$ cat src/rtl/wwc_pkg.sv
package wwc_pkg;
  typedef enum logic [2:0] {
    K_NONE,
    K_CSR,
    K_SRAM,
    K_DESC,
    K_DIRECT
  } kind_e;

  localparam logic [31:0] OFF_RX_PTR = 32'h830;
  localparam logic [31:0] OFF_TX_PTR = 32'ha10;
  localparam logic [31:0] OFF_PLAIN0 = 32'h400;
  localparam logic [31:0] OFF_PLAIN1 = 32'h420;

  localparam logic [1:0] REG_CSR  = 2'b10;
  localparam logic [1:0] REG_SRAM = 2'b11;
endpackage

$ cat src/rtl/wwc_decode.sv
module wwc_decode
  import wwc_pkg::*;
#(
  parameter int AW = 20,
  parameter int PAGE_SHIFT = 13
) (
  input  logic          wr_en,
  input  logic          wr_qword,
  input  logic [AW-1:0] addr,
  input  logic [63:0]   wdata,
  output kind_e         kind,
  output logic [3:0]    wmask,
  output logic [127:0]  lanes,
  output logic          tx_sel,
  output logic          plain_sel,
  output logic          inval
);
  localparam int PG_W = AW - 1 - PAGE_SHIFT;

  logic [PAGE_SHIFT-1:0] off;
  logic [PG_W-1:0]       page;
  logic                  hit_rx;
  logic                  hit_tx;
  logic                  hit_p0;
  logic                  hit_p1;

  assign off    = addr[PAGE_SHIFT-1:0];
  assign page   = addr[AW-2:PAGE_SHIFT];
  assign hit_rx = (32'(off) >> 4) == (OFF_RX_PTR >> 4);
  assign hit_tx = (32'(off) >> 4) == (OFF_TX_PTR >> 4);
  assign hit_p0 = (32'(off) >> 2) == (OFF_PLAIN0 >> 2);
  assign hit_p1 = (32'(off) >> 2) == (OFF_PLAIN1 >> 2);

  assign wmask = wr_qword ? (addr[3] ? 4'b1100 : 4'b0011)
                          : (4'b0001 << addr[3:2]);
  assign lanes = wr_qword ? {2{wdata}} : {4{wdata[31:0]}};
  assign tx_sel    = hit_tx;
  assign plain_sel = hit_p1;

  always_comb begin
    kind  = K_NONE;
    inval = 1'b0;
    if (wr_en && !(wr_qword && addr[2])) begin
      if (addr[AW-1:AW-2] == REG_CSR) begin
        kind = K_CSR;
      end else if (addr[AW-1:AW-2] == REG_SRAM) begin
        kind = K_SRAM;
      end else if (!addr[AW-1]) begin
        if (hit_rx || hit_tx) begin
          kind = K_DESC;
        end else if (!wr_qword && (hit_p0 || hit_p1)) begin
          kind  = K_DIRECT;
          inval = hit_p1 && (page == '0);
        end
      end
    end
  end
endmodule

$ cat src/rtl/wwc_collector.sv
module wwc_collector
  import wwc_pkg::*;
#(
  parameter int AW = 20
) (
  input  logic          clk,
  input  logic          rst_n,
  input  kind_e         kind,
  input  logic [3:0]    wmask,
  input  logic [127:0]  lanes,
  input  logic [AW-1:3] key,
  output logic          cm_csr,
  output logic          cm_sram,
  output logic          cm_desc,
  output logic [127:0]  cm_data
);
  localparam int LANES = 4;

  logic [AW-1:3]  c_key,  c_key_n;
  logic [3:0]     c_mask, c_mask_n;
  logic [127:0]   c_data, c_data_n;

  logic           held;
  logic           match_reg;
  logic           match_word;
  logic [3:0]     new_mask;
  logic [127:0]   m_data;
  logic [127:0]   z_data;
  logic [1:0]     half_mask;

  assign held       = (c_mask != '0);
  assign match_reg  = held && (c_key[AW-1:4] == key[AW-1:4]);
  assign match_word = held && (c_key == key);

  for (genvar i = 0; i < LANES; i++) begin : g_lane
    assign m_data[32*i +: 32] = wmask[i] ? lanes[32*i +: 32] : c_data[32*i +: 32];
    assign z_data[32*i +: 32] = wmask[i] ? lanes[32*i +: 32] :
                                (match_reg && c_mask[i]) ? c_data[32*i +: 32] : 32'h0;
  end

  always_comb begin
    new_mask  = wmask | (((kind == K_SRAM) ? match_word : match_reg) ? c_mask : 4'b0000);
    half_mask = key[3] ? new_mask[3:2] : new_mask[1:0];
  end

  always_comb begin
    c_key_n  = c_key;
    c_mask_n = c_mask;
    c_data_n = c_data;
    cm_csr   = 1'b0;
    cm_sram  = 1'b0;
    cm_desc  = 1'b0;
    cm_data  = m_data;
    unique case (kind)
      K_CSR: begin
        if (new_mask == 4'hF) begin
          cm_csr   = 1'b1;
          c_mask_n = '0;
        end else begin
          c_key_n  = key;
          c_mask_n = new_mask;
          c_data_n = m_data;
        end
      end
      K_SRAM: begin
        if (half_mask == 2'b11) begin
          cm_sram  = 1'b1;
          cm_data  = {64'h0, key[3] ? m_data[127:64] : m_data[63:0]};
          c_mask_n = '0;
        end else begin
          c_key_n  = key;
          c_mask_n = new_mask;
          c_data_n = m_data;
        end
      end
      K_DESC: begin
        if (wmask[3]) begin
          cm_desc = 1'b1;
          cm_data = z_data;
          if (match_reg) c_mask_n = '0;
        end else if (!held || match_reg) begin
          c_key_n  = key;
          c_mask_n = new_mask;
          c_data_n = m_data;
        end
      end
      K_DIRECT: begin
        c_mask_n = '0;
      end
      default: begin
      end
    endcase
  end

  logic inval_en;
  assign inval_en = (kind != K_DIRECT);

  always_ff @(posedge clk or negedge rst_n) begin
    if (!rst_n) begin
      c_key  <= '0;
      c_mask <= '0;
      c_data <= '0;
    end else begin
      c_key  <= c_key_n;
      c_data <= c_data_n;
      if (inval_en || (c_mask_n == '0)) c_mask <= c_mask_n;
    end
  end
endmodule

$ cat src/rtl/wwc_outreg.sv
module wwc_outreg
  import wwc_pkg::*;
#(
  parameter int AW = 20,
  parameter int PAGE_SHIFT = 13
) (
  input  logic                    clk,
  input  logic                    rst_n,
  input  logic                    cm_csr,
  input  logic                    cm_sram,
  input  logic                    cm_desc,
  input  logic                    cm_direct,
  input  logic [127:0]            cm_data,
  input  logic [AW-1:0]           addr,
  input  logic [31:0]             dword,
  input  logic                    tx_sel,
  input  logic                    plain_sel,
  output logic                    csr_wr_en,
  output logic [AW-7:0]           csr_wr_idx,
  output logic [127:0]            wide_wr_data,
  output logic                    desc_wr_en,
  output logic                    desc_wr_tx,
  output logic [AW-2-PAGE_SHIFT:0] page_idx,
  output logic                    sram_wr_en,
  output logic [AW-6:0]           sram_wr_idx,
  output logic [63:0]             sram_wr_data,
  output logic                    dw_wr_en,
  output logic                    dw_wr_sel,
  output logic [31:0]             dw_wr_data
);
  logic wide_ce;
  logic page_ce;

  assign wide_ce = cm_csr || cm_desc;
  assign page_ce = cm_desc || cm_direct;

  always_ff @(posedge clk or negedge rst_n) begin
    if (!rst_n) begin
      csr_wr_en  <= 1'b0;
      desc_wr_en <= 1'b0;
      sram_wr_en <= 1'b0;
      dw_wr_en   <= 1'b0;
    end else begin
      csr_wr_en  <= cm_csr;
      desc_wr_en <= cm_desc;
      sram_wr_en <= cm_sram;
      dw_wr_en   <= cm_direct;
    end
  end

  always_ff @(posedge clk or negedge rst_n) begin
    if (!rst_n) begin
      csr_wr_idx   <= '0;
      wide_wr_data <= '0;
      desc_wr_tx   <= 1'b0;
      page_idx     <= '0;
      sram_wr_idx  <= '0;
      sram_wr_data <= '0;
      dw_wr_sel    <= 1'b0;
      dw_wr_data   <= '0;
    end else begin
      if (wide_ce) wide_wr_data <= cm_data;
      if (cm_csr)  csr_wr_idx   <= addr[AW-3:4];
      if (cm_desc) desc_wr_tx   <= tx_sel;
      if (page_ce) page_idx     <= addr[AW-2:PAGE_SHIFT];
      if (cm_sram) begin
        sram_wr_idx  <= addr[AW-3:3];
        sram_wr_data <= cm_data[63:0];
      end
      if (cm_direct) begin
        dw_wr_sel  <= plain_sel;
        dw_wr_data <= dword;
      end
    end
  end
endmodule

$ cat src/rtl/wide_wr_collector.sv
module wide_wr_collector
  import wwc_pkg::*;
#(
  parameter int AW = 20,
  parameter int PAGE_SHIFT = 13
) (
  input  logic                     clk,
  input  logic                     rst_n,
  input  logic                     host_wr_en,
  input  logic                     host_wr_qword,
  input  logic [AW-1:0]            host_addr,
  input  logic [63:0]              host_wdata,
  output logic                     csr_wr_en,
  output logic [AW-7:0]            csr_wr_idx,
  output logic [127:0]             wide_wr_data,
  output logic                     desc_wr_en,
  output logic                     desc_wr_tx,
  output logic [AW-2-PAGE_SHIFT:0] page_idx,
  output logic                     sram_wr_en,
  output logic [AW-6:0]            sram_wr_idx,
  output logic [63:0]              sram_wr_data,
  output logic                     dw_wr_en,
  output logic                     dw_wr_sel,
  output logic [31:0]              dw_wr_data
);
  kind_e        kind;
  logic [3:0]   wmask;
  logic [127:0] lanes;
  logic         tx_sel;
  logic         plain_sel;
  logic         inval;
  logic         cm_csr;
  logic         cm_sram;
  logic         cm_desc;
  logic [127:0] cm_data;
  kind_e        kind_c;

  wwc_decode #(.AW(AW), .PAGE_SHIFT(PAGE_SHIFT)) u_dec (
    .wr_en     (host_wr_en),
    .wr_qword  (host_wr_qword),
    .addr      (host_addr),
    .wdata     (host_wdata),
    .kind      (kind),
    .wmask     (wmask),
    .lanes     (lanes),
    .tx_sel    (tx_sel),
    .plain_sel (plain_sel),
    .inval     (inval)
  );

  assign kind_c = (kind == K_DIRECT && !inval) ? K_NONE : kind;

  wwc_collector #(.AW(AW)) u_col (
    .clk     (clk),
    .rst_n   (rst_n),
    .kind    (kind_c),
    .wmask   (wmask),
    .lanes   (lanes),
    .key     (host_addr[AW-1:3]),
    .cm_csr  (cm_csr),
    .cm_sram (cm_sram),
    .cm_desc (cm_desc),
    .cm_data (cm_data)
  );

  wwc_outreg #(.AW(AW), .PAGE_SHIFT(PAGE_SHIFT)) u_out (
    .clk          (clk),
    .rst_n        (rst_n),
    .cm_csr       (cm_csr),
    .cm_sram      (cm_sram),
    .cm_desc      (cm_desc),
    .cm_direct    (kind == K_DIRECT),
    .cm_data      (cm_data),
    .addr         (host_addr),
    .dword        (host_wdata[31:0]),
    .tx_sel       (tx_sel),
    .plain_sel    (plain_sel),
    .csr_wr_en    (csr_wr_en),
    .csr_wr_idx   (csr_wr_idx),
    .wide_wr_data (wide_wr_data),
    .desc_wr_en   (desc_wr_en),
    .desc_wr_tx   (desc_wr_tx),
    .page_idx     (page_idx),
    .sram_wr_en   (sram_wr_en),
    .sram_wr_idx  (sram_wr_idx),
    .sram_wr_data (sram_wr_data),
    .dw_wr_en     (dw_wr_en),
    .dw_wr_sel    (dw_wr_sel),
    .dw_wr_data   (dw_wr_data)
  );
endmodule

$ cat config.mk
export PLATFORM = sky130hd
export DESIGN_NAME = wide_wr_collector
export DESIGN_NICKNAME = d
export VERILOG_FILES = /design/src/rtl/wwc_pkg.sv /design/src/rtl/wwc_decode.sv /design/src/rtl/wwc_collector.sv /design/src/rtl/wwc_outreg.sv /design/src/rtl/wide_wr_collector.sv
export SDC_FILE = /design/constraint.sdc
export NUM_CORES = 1
export LEC_CHECK = 0
export ABC_CLOCK_PERIOD_IN_PS = 3500
export BUFFER_PORTS_ARGS = -buffer_cell sky130_fd_sc_hd__buf_2
export CAP_MARGIN = 20
export CORE_MARGIN = 2
export CORE_UTILIZATION = 40
export CTS_CLUSTER_DIAMETER = 30
export DETAILED_ROUTE_END_ITERATION = 8
export GPL_TIMING_DRIVEN = 0
export PLACE_DENSITY_LB_ADDON = 0.1
export SETUP_SLACK_MARGIN = 0.15
export SLEW_MARGIN = 20
export SYNTH_ARGS = -nofsm -noshare
export SYNTH_HDL_FRONTEND = slang
export SYNTH_SLANG_ARGS = --single-unit
$ cat constraint.sdc
create_clock -name clk -period 3.5 [get_ports clk]
set_input_delay 0.175 -clock clk [delete_from_list [all_inputs] [get_ports clk]]
set_output_delay 0.175 -clock clk [all_outputs]
set_load 0.005 [all_outputs]
Word level (Yosys, flattened, before mapping)
Index checks and enable logic that the tools add are counted.
{"block": "word_totals", "wordCells": 117, "in_bits": 88, "out_inout_bits": 265, "register_bits": 414}
{"block": "classes", "n_eq_ne": 20, "reduce_logical": 25, "shifts": 1, "bitwise_logic": 1, "mux": 55}
{"operator": "$mux 128", "count": 7}
{"operator": "$pmux 128 s3", "count": 1}
{"operator": "$mux 32", "count": 10}
{"operator": "$pmux 128 s2", "count": 1}
{"operator": "$mux 17", "count": 4}
{"operator": "$mux 64", "count": 1}
{"operator": "$pmux 17 s3", "count": 1}
{"operator": "$mux 4", "count": 8}
{"operator": "$eq 11x9->1 const B", "count": 2}
{"operator": "$mux 3", "count": 7}
{"operator": "$eq 9x8->1 const B", "count": 2}
{"operator": "$eq 17x17->1", "count": 1}
{"operator": "$eq 16x16->1", "count": 1}
{"operator": "$pmux 4 s4", "count": 1}
{"operator": "$mux 1", "count": 13}
{"operator": "$logic_and 1x1->1", "count": 10}
{"operator": "$eq 2x2->1 const B", "count": 3}
{"operator": "$eq 3x2->1 const B", "count": 2}
{"operator": "$eq 3x3->1 const B", "count": 2}
{"operator": "$logic_not 6->1", "count": 1}
{"operator": "$logic_or 1x1->1", "count": 6}
{"operator": "$ne 2x2->1 const B", "count": 3}
{"operator": "$reduce_and 5->1", "count": 1}
{"operator": "$eq 4x4->1 const B", "count": 1}
{"operator": "other kinds (10)", "count": 13}

Depth between registers and ports, before layout
{"block": "depth", "word_depth": 22, "ltp_mapped": 13, "ltp_nobuf": 9}

Modules after synthesis
From an unflattened synthesis, not the netlist that was laid out.
{"block": "unflattened", "cells_unflattened": 1422, "area_unflattened_um2": 19847.8}
{"mod": "wwc_outreg", "seq_area_each_um2": 6631.4, "area_per_inst_um2": 10312.4, "n_inst": 1, "cells_per_inst": 557}
{"mod": "wwc_collector", "seq_area_each_um2": 3728.6, "area_per_inst_um2": 8222.9, "n_inst": 1, "cells_per_inst": 704}
{"mod": "wwc_decode", "seq_area_each_um2": 0.0, "area_per_inst_um2": 1288.7, "n_inst": 1, "cells_per_inst": 157}
{"mod": "wide_wr_collector", "seq_area_each_um2": 0.0, "area_per_inst_um2": 23.8, "n_inst": 1, "cells_per_inst": 4}

Worst setup path before layout
Ideal clock, no wire load.
{"block": "synth_timing", "path_type": "flip-flop to flip-flop", "from": "register u_col.c_key[19] in the netlist's numbering", "to": "register u_out.sram_wr_data[33]", "stages_incl_launch_ff": 11, "setup_slack_ns": 0.826, "setup_ns": 0.125, "synth_period_minus_slack_ns": 2.674, "t_required_ns": 3.375, "arrival_ns": 2.550, "path_buffers": 2, "cell_sequence": "dfrtp_1 xor2_1 nor4_1 nand4_1 o21ai_1 nand4_1 o31a_1 buf_2 inv_2 buf_2 mux2_2"}
{"block": "synth_via", "elab_chain_cells": 9, "word_cells_on_any_way": 17, "cone_classes": "3 x eq/ne; 10 x mux; 1 x bitwise; 3 x reduce/logical"}
{"element": "from (decl)", "line_no": "wwc_collector.sv:19", "rtl": "logic [AW-1:3] c_key, c_key_n;"}
{"element": "from (signal assigned)", "line_no": "wwc_collector.sv:104", "rtl": "c_key <= c_key_n;"}
{"element": "$eq 17x17->1 or $eq 16x16->1 (tied branches)", "line_no": "wwc_collector.sv:33, wwc_collector.sv:32"}
{"element": "$logic_and 1x1->1 (on tied branches)", "line_no": "wwc_collector.sv:33, wwc_collector.sv:32"}
{"element": "$mux 1", "line_no": "wwc_collector.sv:42", "rtl": "new_mask = wmask | (((kind == K_SRAM) ? match_word : match_reg) ? c_mask : 4'b0000);"}
{"element": "$mux 4", "line_no": "wwc_collector.sv:42"}
{"element": "$or 4x4->4", "line_no": "wwc_collector.sv:42"}
{"element": "$mux 2", "line_no": "wwc_collector.sv:43", "rtl": "half_mask = key[3] ? new_mask[3:2] : new_mask[1:0];"}
{"element": "$eq 2x2->1", "line_no": "wwc_collector.sv:66", "rtl": "if (half_mask == 2'b11) begin"}
{"element": "$mux 128 or $mux 1 (tied branches)", "line_no": "wwc_collector.sv:66"}
{"element": "$pmux 128 s2 or $mux 1 (tied branches)", "line_no": "wwc_collector.sv:54", "rtl": "unique case (kind)"}
{"element": "to (signal assigned)", "line_no": "wwc_outreg.sv:68", "rtl": "sram_wr_data <= cm_data[63:0];"}
{"element": "to (decl)", "line_no": "wwc_outreg.sv:26", "rtl": "output logic [63:0] sram_wr_data,"}
Several ways; a longest one is shown, not always the timed one.
A chain may end at the register's enable or synchronous reset.

Worst setup path in the final report
{"block": "layout_timing", "from": "register u_col.c_key[15] in the netlist's numbering", "to": "register u_out.wide_wr_data[48]"}
{"block": "layout_via", "elab_chain_cells": 9, "word_cells_on_any_way": 19, "cone_classes": "4 x eq/ne; 10 x mux; 1 x bitwise; 4 x reduce/logical"}
{"element": "$eq 17x17->1 or $eq 16x16->1 (tied branches)", "line_no": "wwc_collector.sv:33, wwc_collector.sv:32"}
{"element": "$logic_and 1x1->1 (on tied branches)", "line_no": "wwc_collector.sv:33, wwc_collector.sv:32"}
{"element": "$mux 1", "line_no": "wwc_collector.sv:42"}
{"element": "$mux 4", "line_no": "wwc_collector.sv:42"}
{"element": "$or 4x4->4", "line_no": "wwc_collector.sv:42"}
{"element": "$mux 2 or $eq 4x4->1 (tied branches)", "line_no": "wwc_collector.sv:43, wwc_collector.sv:56"}
{"element": "$eq 2x2->1 or $mux 1 (tied branches)", "line_no": "wwc_collector.sv:66, wwc_collector.sv:56"}
{"element": "$mux 128 or $mux 1 (tied branches)", "line_no": "wwc_collector.sv:66, wwc_collector.sv:54"}
{"element": "$pmux 128 s2 or $logic_or 1x1->1 (tied branches)", "line_no": "wwc_collector.sv:54, wwc_outreg.sv:34"}
{"element": "to (signal assigned)", "line_no": "wwc_outreg.sv:62", "rtl": "if (wide_ce) wide_wr_data <= cm_data;"}
{"element": "to (decl)", "line_no": "wwc_outreg.sv:20", "rtl": "output logic [127:0] wide_wr_data,"}
Several ways; a longest one is shown, not always the timed one.

==> summary.md <==
| Metric | Value |
|---|---|
| Clock root buffer | `clkbuf_16` |
| Final worst-path cycle share | `0.924` |
| Max layer used | `met4` |
| Antenna Nets Post-Route | `0` |
| WL per Instance | `22.1 microns` |
| FF+latch area | `about 10000 sq um` |
| Residual DRC | `0` |
| P_leak | `between 10 and 15 nW` |
| Initial Util | `0.403` |
| Arrival @ worst endpoint | `about 3700 ps` |
| Largest net degree at the start of global routing | `approximately 90` |
| Setup TNS | `0 ps` |
| Core box area | `between 40000 and 50000 sq um` |
| Number of synthesized flops with an enable pin | `0` |
| Synth Area in Compound Gates | `0.119` |
| Largest family of logic cells by synthesized area | `multiplexers` |
| Simple logic cell fraction of the synthesized area | `0.0949` |
| Filler instances | `between 3000 and 4000` |
| Ys Warns | `0` |
| Slew Limit Headroom | `0.395` |
| Final setup violation count | `0` |
| IO Pins | `approximately 350` |
| Port Buffers | `~350` |
| Critical path type | `reg2reg` |
| Worst endpoint required time | `approximately 4000 ps` |
| Htree depth | `3` |
| P&R area growth vs syn | `41.0%` |
| Vias in the first global route | `between 15000 and 20000` |
| Sequential share of the synthesized area | `0.570` |
| Max FO, Critical Path | `10` |
| Synth Area in XOR/XNOR | `0.00868` |
| Layout cells sized above 1 | `0.315` |
| Initial antenna violation count | `6` |
| Most frequent cells in the layout | `dfrtp_1, buf_2, nand2_1, o21ai_0` |
| Worst skew pair latency | `~630 ps` |
| Cts bufs inserted | `a little over 100` |
| Reg2reg setup slack | `about 260 ps` |
| Die height | `roughly 220 microns` |
| Dpl ws | `-539 ps` |
| Post-Place Cells | `about 2600` |
| First-pass GRT wire length | `approximately 95000 microns` |
| Max Clk Rate | `309 MHz` |
| Drt total wl | `between 60000 and 70000 microns` |
| Slew Viols, Final | `0` |
| Met3 wire length | `3830 microns` |
| Cell Pwr Density | `748 nW/um^2` |
| First-pass DRT Iterations | `5` |
| Async set-reset flop share out of synthesis | `1.00` |
| Slew @ Worst Pin | `between 900 and 1000 ps` |
| Hold WC Path Type | `in2reg` |
| Mux share of post-synthesis cell area | `0.178` |
| Non-filler cells, final | `2872` |
| Mean post-synth cell area | `~11 sq um` |
| Adder-cell share of the synthesized area | `0` |
| Max-cap violations | `0` |
| #FFs+latches synth | `between 400 and 500` |
| Clock Sinks | `around 410` |
| Initial DRC Count | `1015` |
| CTS tree | `built` |
| Vias per cell | `around 5.3` |
| Status | `complete, no violations` |
| Startpoint types | `flip-flop` |
| Number of distinct library cells after synthesis | `47` |
| Gpl congestion | `0.901` |
| Hpwl dp | `about 45000 microns` |
| Final setup margin | `between 200 and 300 ps` |
| Routed vias | `approximately 15000` |
| Worst Setup End Kind | `flip-flop` |
| Max VDD drop | `459 uV` |
| Final hold violation count | `0` |
| Tmin final | `roughly 3200 ps` |
| Wire length on met2 | `slightly below 30000 microns` |
| Post-Syn Nets | `approximately 1700` |
| Wl on met1 | `27900 microns` |
| Synth Flop Type | `dfrtp_1` |
| Mapped Area | `between 15000 and 20000 sq um` |
| Skew final | `~21 ps` |
| Clock Tree Buf Depth | `3` |
| Clock transition at path regs | `40 ps` |
| Mapped Cells | `1649` |
| Area of the multi-input gates | `approximately 7300 sq um` |
| RSZ-0062 raised after global routing | `true` |
| Die W | `217 microns` |
| GRT Total Usage | `0.269` |
| Die ar. | `47100 sq um` |
| Layout net count | `2267` |
| Core Rows | `78` |
| Commonest non-fill, non-tap cell in the layout | `dfrtp_1` |
| Remaining Overflow, GRT | `0` |
[worst paths after layout]
check                                           to                    start  cells after the start
min reg2reg                u_out.wide_wr_data[104]  u_out.wide_wr_data[104]                      2
max                         u_out.wide_wr_data[48]          u_col.c_key[15]                     11
max reg2reg                 u_out.wide_wr_data[48]          u_col.c_key[15]                     11
min                               u_col.c_data[35]           host_wdata[35]                      3
min in group asynchronous      u_out.csr_wr_idx[3]                    rst_n                      2
max in group asynchronous     u_out.sram_wr_idx[6]                    rst_n                      4
[Yosys cell counts (2+ instances only)]
| cell type | n | area [sq um] |
|---|---|---|
| nand2_1 | 293 | 1100 |
| nor3_1 | 2 | 10.0 |
| a22o_1 | 3 | 26.3 |
| a211oi_1 | 14 | 105 |
| a221o_1 | 18 | 180 |
| nor4_1 | 6 | 37.5 |
| nor2b_1 | 2 | 12.5 |
| o21ai_1 | 8 | 40.0 |
| and2_1 | 2 | 12.5 |
| a21oi_1 | 116 | 581 |
| o21ai_0 | 147 | 736 |
| buf_1 | 9 | 33.8 |
| mux2i_1 | 78 | 781 |
| nand3_1 | 5 | 25.0 |
| clkbuf_1 | 64 | 240 |
| nor4_2 | 2 | 25.0 |
| nand4_1 | 3 | 18.8 |
| buf_2 | 35 | 175 |
| o21a_1 | 3 | 22.5 |
| dfrtp_1 | 414 | 10400 |
| inv_1 | 19 | 71.3 |
| a31oi_1 | 3 | 18.8 |
| mux2_1 | 113 | 1270 |
| a21boi_0 | 18 | 135 |
| xor2_1 | 17 | 149 |
| o31ai_1 | 15 | 113 |
| mux2_2 | 105 | 1180 |
| nor2_1 | 101 | 379 |
| o22a_1 | 14 | 123 |
| nor3_2 | 3 | 30.0 |
[worst max-delay path: stages (launching register included)]
cell and delay, ps:
dfrtp_1 380, xor2_1 160, nor4_2 390, and4_1 270, buf_2 190, a32oi_1 210
o31ai_2 320, buf_4 250, clkbuf_4 240, a21boi_0 100, a221o_1 320, mux2_2 280
[sequential cells by signal (all words and copies together), names as in the netlist, 6 cells and up]
register,flops
u_col.c_key,17
u_out.wide_wr_data,128
u_out.csr_wr_idx,14
u_col.c_data,128
u_out.sram_wr_data,64
u_out.dw_wr_data,32
u_out.page_idx,6
u_out.sram_wr_idx,15
[metrics by stage]
step | utilization | hold slack [ps] | total power [mW] | cell area, sq um
final | 0.568 | 36.3 | 19.2 | 25600
after global routing | 0.568 | 30.0 | 19.9 | 25600
after CTS | 0.565 | 7.40 | 19.3 | 25500
after detailed placement | 0.461 | 236 | 8.28 | 20800
after global placement | 0.458 | 451 | 8.18 | 20700
after floorplan | - | -121 | 7.21 | 18200
[layout make-up]
cell class / count / area share
flip-flops and latches: 414 / 0.405
multi-input cells: 1107 / 0.287
clock buffers: 138 / 0.117
repair buffers: 425 / 0.100
clock inverters: 56 / 0.0395
well taps: 600 / 0.0293
plain buffers: 108 / 0.0195
inverters: 20 / 0.00303
diodes: 4 / 0.000391
[per-layer routing]
layer | vias to the layer above | GRT usage
met5 | - | 0
met4 | 0 | 0.123
met3 | 121 | 0.0572
met2 | 515 | 0.420
met1 | 7620 | 0.360
li1 | 6866 | -
[logic make-up (layout without fill, tap and decap cells)]
kind of cell / Yosys count / after routing
compound gates: 366 / 366
xor+xnor: 18 / 18
buf+inv: 128 / 747
flops: 414 / 414
mux: 296 / 296
other cells: 0 / 4
simple gates: 427 / 427
[power breakdown]
part	internal, mW	switching, mW	leakage [nW]
sequential	5.59	0.435	5.40
combinational	1.03	1.24	5.52
clock	7.87	2.98	1.94
total	14.5	4.66	12.9
[repair_timing]
| item | in CTS | in global routing |
|---|---|---|
| setup buffers | 2 | 7 |
| setup endpoints to repair | 350 | 295 |
| hold endpoints to repair | 246 | 0 |
| hold buffers | 63 | 0 |
| pin swaps | 3 | 3 |
| resized for setup | 12 | 34 |
(Power assumes the default switching activity.)
